[src/rtl/pw_sel_pkg.sv]
package pw_sel_pkg;
    typedef enum logic [1:0] {
        ST_IDLE   = 2'd0,
        ST_SCAN   = 2'd1,
        ST_FINISH = 2'd2
    } pw_state_e;
endpackage

[src/rtl/pw_offset_calc.sv]
// Maps a window (first phase, width) to the phase three quarters in.
module pw_offset_calc #(
    parameter int NPH = 16
) (
    input  logic [$clog2(NPH)-1:0]   win_start_i,
    input  logic [$clog2(NPH+1)-1:0] win_len_i,
    output logic [$clog2(NPH)-1:0]   phase_o
);
    localparam int PW = $clog2(NPH);
    localparam int LW = $clog2(NPH + 1);

    logic [LW+1:0] len3;
    logic [LW+1:0] pos;
    logic [LW+1:0] sum;

    always_comb begin
        len3 = ({2'b00, win_len_i} << 1) + {2'b00, win_len_i};
        pos  = len3 >> 2;
        if (pos != '0) begin
            pos = pos - 1'b1;
        end
        sum = pos + (LW+2)'(win_start_i);
        if (sum >= (LW+2)'(NPH)) begin
            sum = sum - (LW+2)'(NPH);
        end
        phase_o = sum[PW-1:0];
    end
endmodule

[src/rtl/pw_phase_sel.sv]
module pw_phase_sel #(
    parameter int NPH = 16
) (
    input  logic                   clk,
    input  logic                   rst_n,
    input  logic                   start_i,
    input  logic [NPH-1:0]         mask_i,
    output logic                   done_o,
    output logic [$clog2(NPH)-1:0] phase_o,
    output logic                   error_o
);
    import pw_sel_pkg::*;

    localparam int PW = $clog2(NPH);
    localparam int LW = $clog2(NPH + 1);

    typedef struct packed {
        pw_state_e      state;
        logic [PW-1:0]  idx;
        logic [NPH-1:0] mask;
        logic           in_run;
        logic [PW-1:0]  run_start;
        logic [LW-1:0]  run_len;
        logic           have0;
        logic [LW-1:0]  len0;
        logic [PW-1:0]  best_start;
        logic [LW-1:0]  best_len;
        logic           done;
        logic [PW-1:0]  phase;
        logic           err;
    } pw_regs_t;

    pw_regs_t q, d;

    // Closing-cycle decision: last open window, wrap merge, phase-0 window
    logic [PW-1:0] fin_start;
    logic [LW-1:0] fin_len;
    logic          fin_err;
    logic [PW-1:0] fin_phase;
    logic [LW:0]   merged_len;
    logic          h0;

    always_comb begin
        fin_start  = q.best_start;
        fin_len    = q.best_len;
        fin_err    = 1'b0;
        h0         = q.have0;
        merged_len = {1'b0, q.run_len} + {1'b0, q.len0};
        if (q.in_run) begin
            if (q.run_start == '0) begin
                if (q.run_len > fin_len) begin
                    fin_len   = q.run_len;
                    fin_start = '0;
                end
                h0 = 1'b0;
            end else if (q.have0) begin
                if (merged_len >= (LW+1)'(NPH)) begin
                    fin_err = 1'b1;
                end
                if (merged_len > {1'b0, fin_len}) begin
                    fin_len   = merged_len[LW-1:0];
                    fin_start = q.run_start;
                end
                h0 = 1'b0;
            end else if (q.run_len > fin_len) begin
                fin_len   = q.run_len;
                fin_start = q.run_start;
            end
        end
        if (h0 && (q.len0 >= fin_len)) begin
            fin_len   = q.len0;
            fin_start = '0;
        end
        if (fin_len == '0) begin
            fin_err = 1'b1;
        end
    end

    pw_offset_calc #(.NPH(NPH)) u_offset (
        .win_start_i (fin_start),
        .win_len_i   (fin_len),
        .phase_o     (fin_phase)
    );

    always_comb begin
        d      = q;
        d.done = 1'b0;
        case (q.state)
            ST_IDLE: begin
                if (start_i) begin
                    d.state    = ST_SCAN;
                    d.idx      = '0;
                    d.mask     = mask_i;
                    d.in_run   = 1'b0;
                    d.run_len  = '0;
                    d.have0    = 1'b0;
                    d.len0     = '0;
                    d.best_len = '0;
                    d.best_start = '0;
                end
            end
            ST_SCAN: begin
                if (q.mask[q.idx]) begin
                    if (q.in_run) begin
                        d.run_len = q.run_len + 1'b1;
                    end else begin
                        d.in_run    = 1'b1;
                        d.run_start = q.idx;
                        d.run_len   = LW'(1);
                    end
                end else if (q.in_run) begin
                    d.in_run = 1'b0;
                    if (q.run_start == '0) begin
                        d.have0 = 1'b1;
                        d.len0  = q.run_len;
                    end else if (q.run_len > q.best_len) begin
                        d.best_len   = q.run_len;
                        d.best_start = q.run_start;
                    end
                end
                if (q.idx == PW'(NPH - 1)) begin
                    d.state = ST_FINISH;
                end else begin
                    d.idx = q.idx + 1'b1;
                end
            end
            ST_FINISH: begin
                d.state = ST_IDLE;
                d.done  = 1'b1;
                d.err   = fin_err;
                d.phase = fin_err ? '0 : fin_phase;
            end
            default: d.state = ST_IDLE;
        endcase
    end

    always_ff @(posedge clk) begin
        if (!rst_n) begin
            q <= '0;
        end else begin
            q <= d;
        end
    end

    logic [NPH-1:0] held_mask;
    logic           busy;
    assign held_mask = q.mask;
    assign busy      = (q.state != ST_IDLE);

    assign done_o  = q.done;
    assign phase_o = q.phase;
    assign error_o = q.err;
endmodule

[config.mk]
export PLATFORM = sky130hd
export DESIGN_NAME = pw_phase_sel
export DESIGN_NICKNAME = d
export VERILOG_FILES = /design/src/rtl/pw_sel_pkg.sv /design/src/rtl/pw_offset_calc.sv /design/src/rtl/pw_phase_sel.sv
export SDC_FILE = /design/constraint.sdc
export NUM_CORES = 1
export LEC_CHECK = 0
export BUFFER_PORTS_ARGS = -buffer_cell sky130_fd_sc_hd__buf_2
export CAP_MARGIN = 10
export CORE_ASPECT_RATIO = 1.25
export CORE_MARGIN = 3
export CORE_UTILIZATION = 50
export DETAILED_ROUTE_END_ITERATION = 7
export PLACE_DENSITY = 0.68
export SYNTH_ARGS = -nofsm -noshare
export SYNTH_HDL_FRONTEND = slang
export SYNTH_SLANG_ARGS = --single-unit
[constraint.sdc]
create_clock -name clk -period 14.3 [get_ports clk]
set_input_delay 2.86 -clock clk [delete_from_list [all_inputs] [get_ports clk]]
set_output_delay 2.86 -clock clk [all_outputs]
set_load 0.01 [all_outputs]
Word level (Yosys, flattened, before mapping):

Cells that the tools add are included.

* $add $sub $neg: 7
* $lt $le $gt $ge: 6
* equal/unequal tests: 12
* mux-type cells: 41
* bitwise logic cells: 1
* reduce and logical (&&, ||, !) cells: 14

Operator list (count)
* $mux W4: 10
* $mux W5: 8
* $pmux W20 S2: 1
* $mux W15: 2
* $mux W23: 1
* $mux W20: 1
* $mux W9: 2
* $ne A2 B2 Y1 const B: 9
* $mux W6: 2
* $reduce_and A3 Y1: 3
* $mux W1: 8
* $pmux W4 S2: 1
* $add A6 B5 Y7: 1
* $add A7 B4 Y7: 1
* $ge A7 B5 Y1 const B: 1
* $mux W7: 1
* $reduce_bool A7 Y1: 1
* $add A5 B5 Y6: 1
* $ge A6 B5 Y1 const B: 1
* $gt A6 B5 Y1: 1
* $reduce_and A2 Y1: 3
* $reduce_and A6 Y1: 1
* $sub A5 B1 Y6 const B: 1
* $add A5 B1 Y5 const B: 1
* other kinds (19): 19

* flip-flop bits (word level): 53
* bits of input ports: 19
* output and inout port bits: 6
* word-level logic and storage cells: 94

Logic depth before layout (Yosys ltp):

Gate-level depths: netlist of the first run.

* depth in word-level cells: 17
* depth in mapped cells: 37
* depth with buffers taken out: 36

Hierarchy:

From an unflattened synthesis of the first run, not the netlist that was laid out.

* cell total of the unflattened synthesis: 451
* area total of the unflattened synthesis: 3771.1 sq um

Modules (own cells, without submodules)
* pw_phase_sel: times used 1, cells each 405, area each 3373.2 sq um, sequential area each 1061.0 sq um
* pw_offset_calc: times used 1, cells each 46, area each 397.9 sq um, sequential area each 0.0 sq um

Least setup slack after synthesis of the first run:

OpenSTA, ideal clock, no wires.

* path kind: reg2reg
* start: reg q[21] (netlist name)
* end: reg q, in the netlist phase_o[3]
* setup time: 95 ps
* data arrival time: 7191 ps
* setup slack: 7013 ps
* stages on the path, launching flop included: 35
* path buffers: 1
* clock period less this slack: 7287 ps
* path through: dfxtp_1 > ha_1 > inv_1 > fa_1 > xnor2_1 > ha_1 > a21o_1 > a2111oi_2 > o211ai_2 > clkbuf_1 > o21ai_0 > o22ai_1 > a21oi_1 > inv_1 > ha_1 > a21o_1 > a31oi_1 > o22ai_1 > mux2i_1 > o211a_1 > inv_2 > or2_1 > fa_1 > xor2_1 > ha_1 > nand3b_1 > or2_2 > nor4_2 > mux2i_1 > ha_1 > a21o_1 > a21oi_1 > xnor2_1 > nand3b_1 > o311ai_1

* cells in the longest elaborated chain, start to end: 16
* elaborated cells between the ends (all ways): 34
* classes of those cells: add/sub (5); order compare (5); mux (21); reduce/logical (3)

RTL lines
* start: declaration: RTL line pw_phase_sel.sv:33 `pw_regs_t q, d;`
* start signal: assignment: RTL line pw_phase_sel.sv:139 `q <= '0;`
* start signal: assignment: RTL line pw_phase_sel.sv:141 `q <= d;`
* $add A5 B5 Y6: RTL line pw_phase_sel.sv:48 `merged_len = {1'b0, q.run_len} + {1'b0, q.len0};`
* $gt A6 B5 Y1: RTL line pw_phase_sel.sv:60 `if (merged_len > {1'b0, fin_len}) begin`
* $mux W5: RTL line pw_phase_sel.sv:60
* $mux W5: RTL line pw_phase_sel.sv:56 `end else if (q.have0) begin`
* $mux W5: RTL line pw_phase_sel.sv:50 `if (q.run_start == '0) begin`
* $mux W5: RTL line pw_phase_sel.sv:49 `if (q.in_run) begin`
* $ge A5 B5 Y1: RTL line pw_phase_sel.sv:70 `if (h0 && (q.len0 >= fin_len)) begin`
* $logic_and A1 B1 Y1: RTL line pw_phase_sel.sv:70
* $mux W5: RTL line pw_phase_sel.sv:70
* $add A6 B5 Y7: RTL line pw_offset_calc.sv:17 `len3 = ({2'b00, win_len_i} << 1) + {2'b00, win_len_i};`
* $sub A5 B1 Y6 or $reduce_bool A7 Y1 (tied branches): RTL line pw_offset_calc.sv:20, pw_offset_calc.sv:19
* $mux W7: RTL line pw_offset_calc.sv:19 `if (pos != '0) begin`
* $add A7 B4 Y7: RTL line pw_offset_calc.sv:22 `sum = pos + (LW+2)'(win_start_i);`
* $ge A7 B5 Y1 or $sub A4 B1 Y4 (tied branches): RTL line pw_offset_calc.sv:23, pw_offset_calc.sv:24
* $mux W4: RTL line pw_offset_calc.sv:23 `if (sum >= (LW+2)'(NPH)) begin`
* $mux W4 (*): RTL line pw_phase_sel.sv:131 `d.phase = fin_err ? '0 : fin_phase;`

Mark *: on every way between the ends. The rest lies on a longest branch, timed or not.
A chain may end at the register's enable or synchronous reset.

Final worst setup path of the first run:

Ends and elaborated chain as after synthesis.

==> results of run 1 <==
final timing paths:
| path | slack [ns] | cells after the start | startpoint | endpoint |
|---|---|---|---|---|
| max | 6.03 | 33 | q[21] | phase_o[3] |
| min | 0.47 | 2 | held_mask[6] | held_mask[6] |
| max reg2reg | 6.03 | 33 | q[21] | phase_o[3] |
| min reg2reg | 0.47 | 2 | held_mask[6] | held_mask[6] |
sequential cells by signal (all words and copies together) (netlist names):
register and flops:
error_o 1, phase_o 4, q 31, done_o 1, held_mask 16
per-stage QoR:
step	util, %	hold WS [ns]
2_1_floorplan	-	0.440
3_3_place_gp	53.8	0.449
3_5_place_dp	53.8	0.460
4_1_cts	55.0	0.474
5_1_grt	55.0	0.500
6_report	55.0	0.471
cell usage after synthesis (all sizes together) (2+ instances only):
| cell type | n |
|---|---|
| o41ai | 2 |
| inv | 24 |
| a21oi | 22 |
| nand2 | 63 |
| o31ai | 2 |
| a211o | 3 |
| a22oi | 3 |
| nor2 | 36 |
| o22ai | 6 |
| and2 | 10 |
| nand3 | 9 |
| a31o | 3 |
| o211ai | 3 |
| nand2b | 7 |
| xnor2 | 7 |
| a32o | 3 |
| or2 | 7 |
| ha | 33 |
| nor2b | 22 |
| a21boi | 20 |
| and4b | 2 |
| a22o | 8 |
| fa | 3 |
| mux4 | 5 |
| o21ai | 14 |
| clkbuf | 18 |
| nand4 | 5 |
| a21o | 6 |
| nor3 | 3 |
| buf | 7 |
| mux2i | 27 |
| xor2 | 8 |
| a31oi | 2 |
| nand3b | 2 |
| o41a | 2 |
| dfxtp | 53 |
logic make-up after synthesis:
logic type / count (synthesis)
compound gates: 107
xor+xnor: 15
fa+ha+maj: 36
buf+inv: 49
flops: 53
mux: 33
simple gates: 172
area by class of cell:
type	count	area [um2]
Sequential cell	53	1060
Multi-Input combinational cell	363	2630
Timing Repair Buffer	25	128
Inverter	24	90.1
Clock buffer	5	68.8
Fill cell	697	3370
Clock inverter	3	25.0
Tap cell	92	115
worst max-delay path: cells and delay by family, from the launching register on:
kind / cells / cell delay [ns]
buf+inv: 3 / 0.22
compound gates: 13 / 3.02
simple gates: 5 / 1.11
fa+ha+maj: 7 / 2.12
xor+xnor: 3 / 0.68
mux: 2 / 0.55
flops: 1 / 0.46
power by group through the flow:
stage | clock, mW | combinational [mW] | sequential [mW]
4_1_cts | 0.0890 | 0.0363 | 0.155
5_1_grt | 0.0955 | 0.0404 | 0.156
2_1_floorplan | 0 | 0.0286 | 0.157
3_3_place_gp | 0 | 0.0353 | 0.158
3_5_place_dp | 0 | 0.0361 | 0.159
6_report | 0.0867 | 0.0360 | 0.155
per-layer routing:
| layer | up-vias | GRT usage, % |
|---|---|---|
| met5 | - | 0 |
| li1 | 1653 | - |
| met3 | 14 | 2.52 |
| met4 | 0 | 6.90 |
| met2 | 60 | 35.8 |
| met1 | 1504 | 25.2 |
==> results summary, run 1 <==
The hold buffer count at cts came out at 0. The number of warning messages in the yosys log came out at 0. The transition time of the tightest slew-check pin came out at 0.953 ns. Setup repair after global routing left no endpoint under its margin. The synthesis-stage register bit count came out at 53. The area fraction of the dominant cell type after synthesis came out at 27.2%.

The max-slew violation count came to 0. STA classifies the critical path endpoint as a register. For this design the total switching power over the nets is 0.0763 mW. The instance count after placement with tap cells included is 557. The number of placed I/O pins came out at 25.

The number of core rows came out at 35. The power density over the cells is 67.4 nW/um2. The worst-path cell with the longest stage delay is dfxtp_1.

The worst slew slack as a fraction of its limit is 36.4%. The critical path is of the reg2reg type. Clock latency on the worst-skew pair, taken at its later pin, is 0.31 ns.

Across every metal layer, demand over resource in global routing totals 20.3%. The highest ir drop seen on vdd is 0.0641 mV. Sorting the synthesized cells by area gives the leading types as dfxtp_1 (27%), ha_1 (11%), mux2i_1 (6.9%).

The width of the chip came out at 85.0 um. Of the available clock period, the critical path in the final layout requires 57.8%. The worst hold path belongs to the class reg2reg. The largest family of logic cells by synthesized area is simple AND/OR/NAND/NOR gates. The initial antenna violation count came to 0. The synthesized-area fraction occupied by adder cells is 12.1%.

TritonCTS built the clock tree. After clock tree synthesis, the clock-pin slew on the worst setup and hold paths is 0.10 ns. The post-synthesis share of cell area spent on and, or, nand and nor gates is 21.4%.

After synthesis the cells add up to 3900 um2. The top cell types in the final layout, fill and taps aside, are nand2_1 (63), dfxtp_1 (53), nor2_1 (36), ha_1 (33), mux2i_1 (27). The die covers 8890 um2. The mean instance size in the synthesized netlist came out at 8.38 um2. The largest net degree at the start of global routing came out at 51. The routability congestion estimate is 0.954. The post-place setup slack is 6.08 ns. The die outline height came out at 105 um. The first-pass GRT wire length is 15,000 um.

The cell that appears most often on the critical path is ha_1. The core region area is 7490 um2. After layout, the worst setup slack is 6.03 ns. The logic gate share of total power came out at 13.0%. Timing would allow up to 121 MHz. The number of buffers inserted during clock tree synthesis is 5. The multiplexer share of the synthesized area came out at 10.1%. For this run, the leading register cell type out of synthesis is dfxtp_1. The internal power component is 0.202 mW. The post-synthesis cell type count came out at 59. The detailed route wirelength on metal3 is 242 um. Detailed placement ended at an HPWL of 6750 um. The maximum fanout along the worst path came out at 14. The share of flip-flops with an asynchronous set or reset after synthesis came out at 0%. The number of enable flip-flop cells after synthesis came out at 0. The final setup violation count came out at 0.

The post-synth net total is 520. The count of antenna-violating nets left after detailed routing is 0. The post-route cell area is 4120 um2.

The number of maximum-capacitance constraint violations came out at 0. The quantity of gates resized following cts is 0. The post-CTS setup buffer count is 0. The share of the synthesized area in compound gates (AO/OA/AOI/OAI) came out at 20.6%.

The sum of met2 wire segment lengths after detailed routing is 4510 um. The starting density of the core is 52.0%. The net total in the final layout is 527.

Signal routing reaches up to met4. The arrival time at the worst endpoint came out at 8.49 ns. CTS built an H-tree with a depth of 2. The via count of the first global-routing pass came out at 3,170. The required time reported for the critical path endpoint is 14.52 ns. The number of search-and-repair iterations in the first detailed-routing pass is 4.

For this run, the register share of the synthesized area comes to 27.2%. The number of port buffers came out at 24. The synthesized netlist devotes 3.37% of its cell area to XOR and XNOR gates. The library cell used most frequently in the layout, excluding fill and tap cells, is nand2_1. The shortest period the worst path allows is 8.27 ns.

The share of power burned in the clock network is 31.2%. Compared with the post-synthesis result, the final layout area differs by 5.78%. The largest clock skew in the final design is 0.0114 ns.

The root buffer selected by CTS is clkbuf_8. The routed wire length per instance came out at 15.5 um. The met1 layer wirelength in the final routing is 3820 um. The cell type with the largest total area after synthesis is dfxtp_1. In this run, the number of DRC markers left after iteration 0 of detailed routing was 251. The final antenna diode count came out at 0. The hold violation total from the final report is 0. The DRC violations left came out at 0.

Net switching is 27.5% of the power. The run finished with clean final reports. After detailed routing, the total wire length is 8770 um.

The delay of the slowest cell on the worst path is 0.46 ns. The clock passes through at most 2 buffers. The via-per-instance ratio came out at 5.72. The layout cell share with drive strength beyond 1 came out at 11.8%. The routed layout has 3,231 vias. The total global routing overflow came out at 0. The sequential cell fraction of total power is 55.8%.

The overall power is 0.278 mW. The cell count after synthesis is 465. The cell area after placement came out at 4030 um2. The final non-filler cell total came out at 565.

The sort of element at the start of the critical path is a register. The final sum of negative setup slack came out at 0 ns. The total number of clock tree sinks came out at 53. The leakage power summed over all cells came out at 1.76 nW.
Power figures use the tool's default switching activity.
==> run 2, diff against run 1 <==
--- a/config.mk
+++ b/config.mk
@@ -5,13 +5,14 @@
 export SDC_FILE = /design/constraint.sdc
 export NUM_CORES = 1
 export LEC_CHECK = 0
+export ABC_AREA = 1
 export BUFFER_PORTS_ARGS = -buffer_cell sky130_fd_sc_hd__buf_2
 export CAP_MARGIN = 10
 export CORE_ASPECT_RATIO = 1.25
 export CORE_MARGIN = 3
 export CORE_UTILIZATION = 50
 export DETAILED_ROUTE_END_ITERATION = 7
-export PLACE_DENSITY = 0.68
+export PLACE_DENSITY = 0.71
 export SYNTH_ARGS = -nofsm -noshare
 export SYNTH_HDL_FRONTEND = slang
 export SYNTH_SLANG_ARGS = --single-unit
==> constraint.sdc (replaced) <==
create_clock -name clk -period 7.1 [get_ports clk]
set_input_delay 1.42 -clock clk [delete_from_list [all_inputs] [get_ports clk]]
set_output_delay 1.42 -clock clk [all_outputs]
set_load 0.01 [all_outputs]
==> run 2 against run 1 <==
  * Via count increased by 4.5%
  * Non-clock buffer count down 1
  * Clock power rose by 98%
  * Area after synthesis shrank 4.4%
  * Worst hold slack got worse by 0.0022 ns
  * Largest cell class unchanged
  * Clock skew decreased by 0.0027 ns
  * Largest power group is now combinational logic
  * Design area fell by 3.0%
==> results summary, run 2 <==
Outcome: finished clean (unchanged). The number of buffers and inverters on the critical path was 6 (was 3). The clock-pin slew on the worst setup and hold paths came out at 0.10 ns (about the same). Top cells by area, synth: dfxtp_1 (28%), ha_1 (11%), nand2_1 (7.8%) (was dfxtp_1 (27%), ha_1 (11%), mux2i_1 (6.9%)). The post-CTS setup buffer count is 0 (unchanged). RSZ-0062 raised after global routing: false (unchanged). The number of placed I/O pins came out at 25 (unchanged). The clock insertion delay at the later pin of the skew report came to 0.31 ns (about the same).

The number of flip-flops in the largest register came to 31 (unchanged). The number of core rows came out at 34 (was 35). The initial DRC count is 119 (was 251).

The clock tree buffer depth came out at 2 (unchanged). The most common cell type on the critical path is ha_1 (unchanged). The mapped cell area came out at 3720 um2 (was 3900 um2). The most used flip-flop cell after synthesis is dfxtp_1 (unchanged). The startpoint of the lowest-slack register-to-register path was q[21] (unchanged). The number of enable flip-flop cells after synthesis is 0 (unchanged).

The count of antenna-violating nets left after detailed routing came to 0 (unchanged). The number of search-and-repair iterations in the first detailed-routing pass came out at 5 (was 4). The mean instance size in the synthesized netlist is 7.15 um2 (was 8.38 um2). The routability congestion estimate is 0.946 (was 0.954). The number of warning messages in the yosys log came out at 0 (unchanged). The post-synthesis cell type count came out at 45 (was 59). The met1 layer wirelength in the final routing came out at 3690 um (was 3820 um). Highest-count cells in the layout ignoring fill and taps: nand2_1 (77), nor2_1 (64), inv_1 (56), dfxtp_1 (49), a21oi_1 (47) (was nand2_1 (63), dfxtp_1 (53), nor2_1 (36), ha_1 (33), mux2i_1 (27)). The root buffer selected by CTS is clkbuf_8 (unchanged).

The hold violation total from the final report came out at 0 (unchanged). The detailed route wirelength on metal3 is 253 um (was 242 um). The final setup violation count is 0 (unchanged).

The largest clock skew in the final design came to 0.00868 ns (was 0.0114 ns). The number of buffers inserted during clock tree synthesis came to 5 (unchanged). The area fraction of the dominant cell type after synthesis is 28.5% (was 27.2%). The routed wire length per instance came out at 13.6 um (was 15.5 um). The transition time of the tightest slew-check pin is 0.704 ns (was 0.953 ns). The combined global-route utilization of all metal layers is 20.7% (was 20.3%).

The cell count after synthesis was 521 (was 465). The die outline height is 103 um (was 105 um). The hold buffer count at cts came out at 0 (unchanged). The commonest non-fill, non-tap cell in the layout is nand2_1 (unchanged). Most frequent cells after synthesis: nand2_1 (77), nor2_1 (64), inv_1 (56) (was nand2_1 (63), dfxtp_1 (53), nor2_1 (36)). The worst-case register-to-register setup slack was 0.71 ns (was 6.03 ns).

The DRC violations left came to 0 (unchanged). The largest register by flop count is q (unchanged). The width of the chip came out at 83.2 um (was 85.0 um). The via count of the first global-routing pass was 3,249 (was 3,170). The maximum achievable frequency came out at 156 MHz (was 121 MHz). The via-per-instance ratio was 5.39 (was 5.72). The worst setup path startpoint is q[21] (unchanged). The number of maximum-capacitance constraint violations is 0 (unchanged). The logic depth of the worst path, buffers included came to 41 (was 33).

The top cell family by delay on the critical path was adder cells (was compound AO/OA/AOI/OAI gates). The shortest period the worst path allows is 6.39 ns (was 8.27 ns). The cell type with the largest total area after synthesis is dfxtp_1 (unchanged). The highest layer used for signal routing is met4 (unchanged). The worst hold path class is reg2reg (unchanged). The overall routed net length is 8540 um (was 8770 um). The arrival time at the worst endpoint is 6.57 ns (was 8.49 ns). The share of flip-flops with an asynchronous set or reset after synthesis is 0% (unchanged). The power density over the cells came out at 229 nW/um2 (was 67.4 nW/um2). The required time reported for the critical path endpoint came to 7.28 ns (was 14.52 ns). The delay of the slowest cell on the worst path is 0.49 ns (was 0.46 ns). The capture point of the worst path is phase_o[3] (unchanged).

The largest net degree at the start of global routing was 31 (was 51). The initial antenna violation count came out at 0 (unchanged). The total number of clock tree sinks is 53 (unchanged). The final antenna diode count is 0 (unchanged). The layout cell share with drive strength beyond 1 came to 16.6% (was 11.8%). The period utilization came out at 90.0% (was 57.8%). The first-pass GRT wire length is 14,600 um (was 15,000 um). The final sum of negative setup slack is 0 ns (unchanged). The depth of the worst register-to-register path was 41 (was 33). The worst slew slack as a fraction of its limit is 53.0% (was 36.4%). The worst-path cell with the longest stage delay is fa_1 (was dfxtp_1).

The maximum level of the CTS H-tree was 2 (unchanged). The layout overhead on the synthesized area came out at 7.32% (was 5.78%). The cell with the most instances after synthesis is nand2_1 (unchanged). The max-slew violation count is 0 (unchanged).

The sum of met2 wire segment lengths after detailed routing came to 4320 um (was 4510 um). The highest ir drop seen on vdd is 0.121 mV (was 0.0641 mV). The floorplan die area is 8530 um2 (was 8890 um2). The sort of element at the start of the critical path is a register (unchanged). The kind of end point of the critical path is a register (unchanged). The quantity of gates resized following cts was 0 (unchanged). The capture point of the worst reg-to-reg path is phase_o[3] (unchanged).

The synthesis-stage register bit count was 53 (unchanged). The net total in the final layout is 590 (was 527). The leakage power summed over all cells is 1.79 nW (was 1.76 nW).

The number of vias after detailed routing is 3,375 (was 3,231). The starting density of the core is 52.4% (was 52.0%). The total global routing overflow is 0 (unchanged). The startpoint-to-endpoint class of the critical path is reg2reg (unchanged). The number of port buffers is 24 (unchanged). The overall power came out at 0.915 mW (was 0.278 mW).

The maximum fanout along the worst path came out at 10 (was 14). The post-synth net total is 576 (was 520). The detailed placement HPWL is 6600 um (was 6750 um). The core region area came out at 7100 um2 (was 7490 um2). The TritonCTS clock tree is done (unchanged). The sequential fraction of the synthesis area is 28.5% (was 27.2%).
## run 2: cell type report
class / count / area (um2)
clock buffer: 6 / 72.6
inverter: 67 / 258
tap: 90 / 113
clock inverter: 2 / 13.8
multi-input combinational: 384 / 2350
sequential: 53 / 1070
timing repair buffer: 24 / 120
fill: 676 / 3110
## run 2: cell families (layout without fill, tap and decap cells)
logic type      after synthesis  after routing  share of synthesized area [%]
fa+ha+maj                    36             36                           12.7
simple gates                208            208                           27.2
buf+inv                      84             99                           9.10
xor+xnor                      7              7                           1.65
flops                        53             53                           28.5
compound gates              133            133                           20.9
## run 2: metrics by stage
step | instance area (um2) | instances | hold WS (ns) | utilization, % | worst slack (ns)
floorplan | 3720 | 521 | 0.446 | - | 1.23
global placement | 3870 | 618 | 0.450 | 54.5 | 0.712
detailed placement | 3870 | 618 | 0.453 | 54.5 | 0.466
CTS | 3960 | 626 | 0.468 | 55.7 | 0.460
global route | 4000 | 626 | 0.486 | 56.3 | 0.0423
finish | 4000 | 626 | 0.469 | 56.3 | 0.710
## run 2: worst min path at each step
stage / endpoint / startpoint / cells after the start
3_3_place_gp: phase_o[1] / phase_o[1] / 2
2_1_floorplan: phase_o[0] / phase_o[0] / 2
5_1_grt: phase_o[2] / phase_o[2] / 2
3_5_place_dp: phase_o[2] / phase_o[2] / 2
6_report: phase_o[2] / phase_o[2] / 2
4_1_cts: phase_o[2] / phase_o[2] / 2
## run 2: per-layer routing
metal	vias up	track usage (%)
met4	0	9.56
met5	-	0
li1	1777	-
met2	64	38.0
met3	23	2.72
met1	1511	24.1
## run 2: worst reg2reg max path, delay by kind of cell (launching register included)
kind,cells,cell delay (ns)
simple gates,15,1.61
buf+inv,6,0.49
xor+xnor,2,0.34
fa+ha+maj,7,2.14
flops,1,0.38
compound gates,11,1.29
## run 2: where the power goes
part	total [mW]	internal, mW	switching, mW
Sequential	0.337	0.319	0.0182
Combinational	0.406	0.145	0.261
Clock	0.172	0.0706	0.101
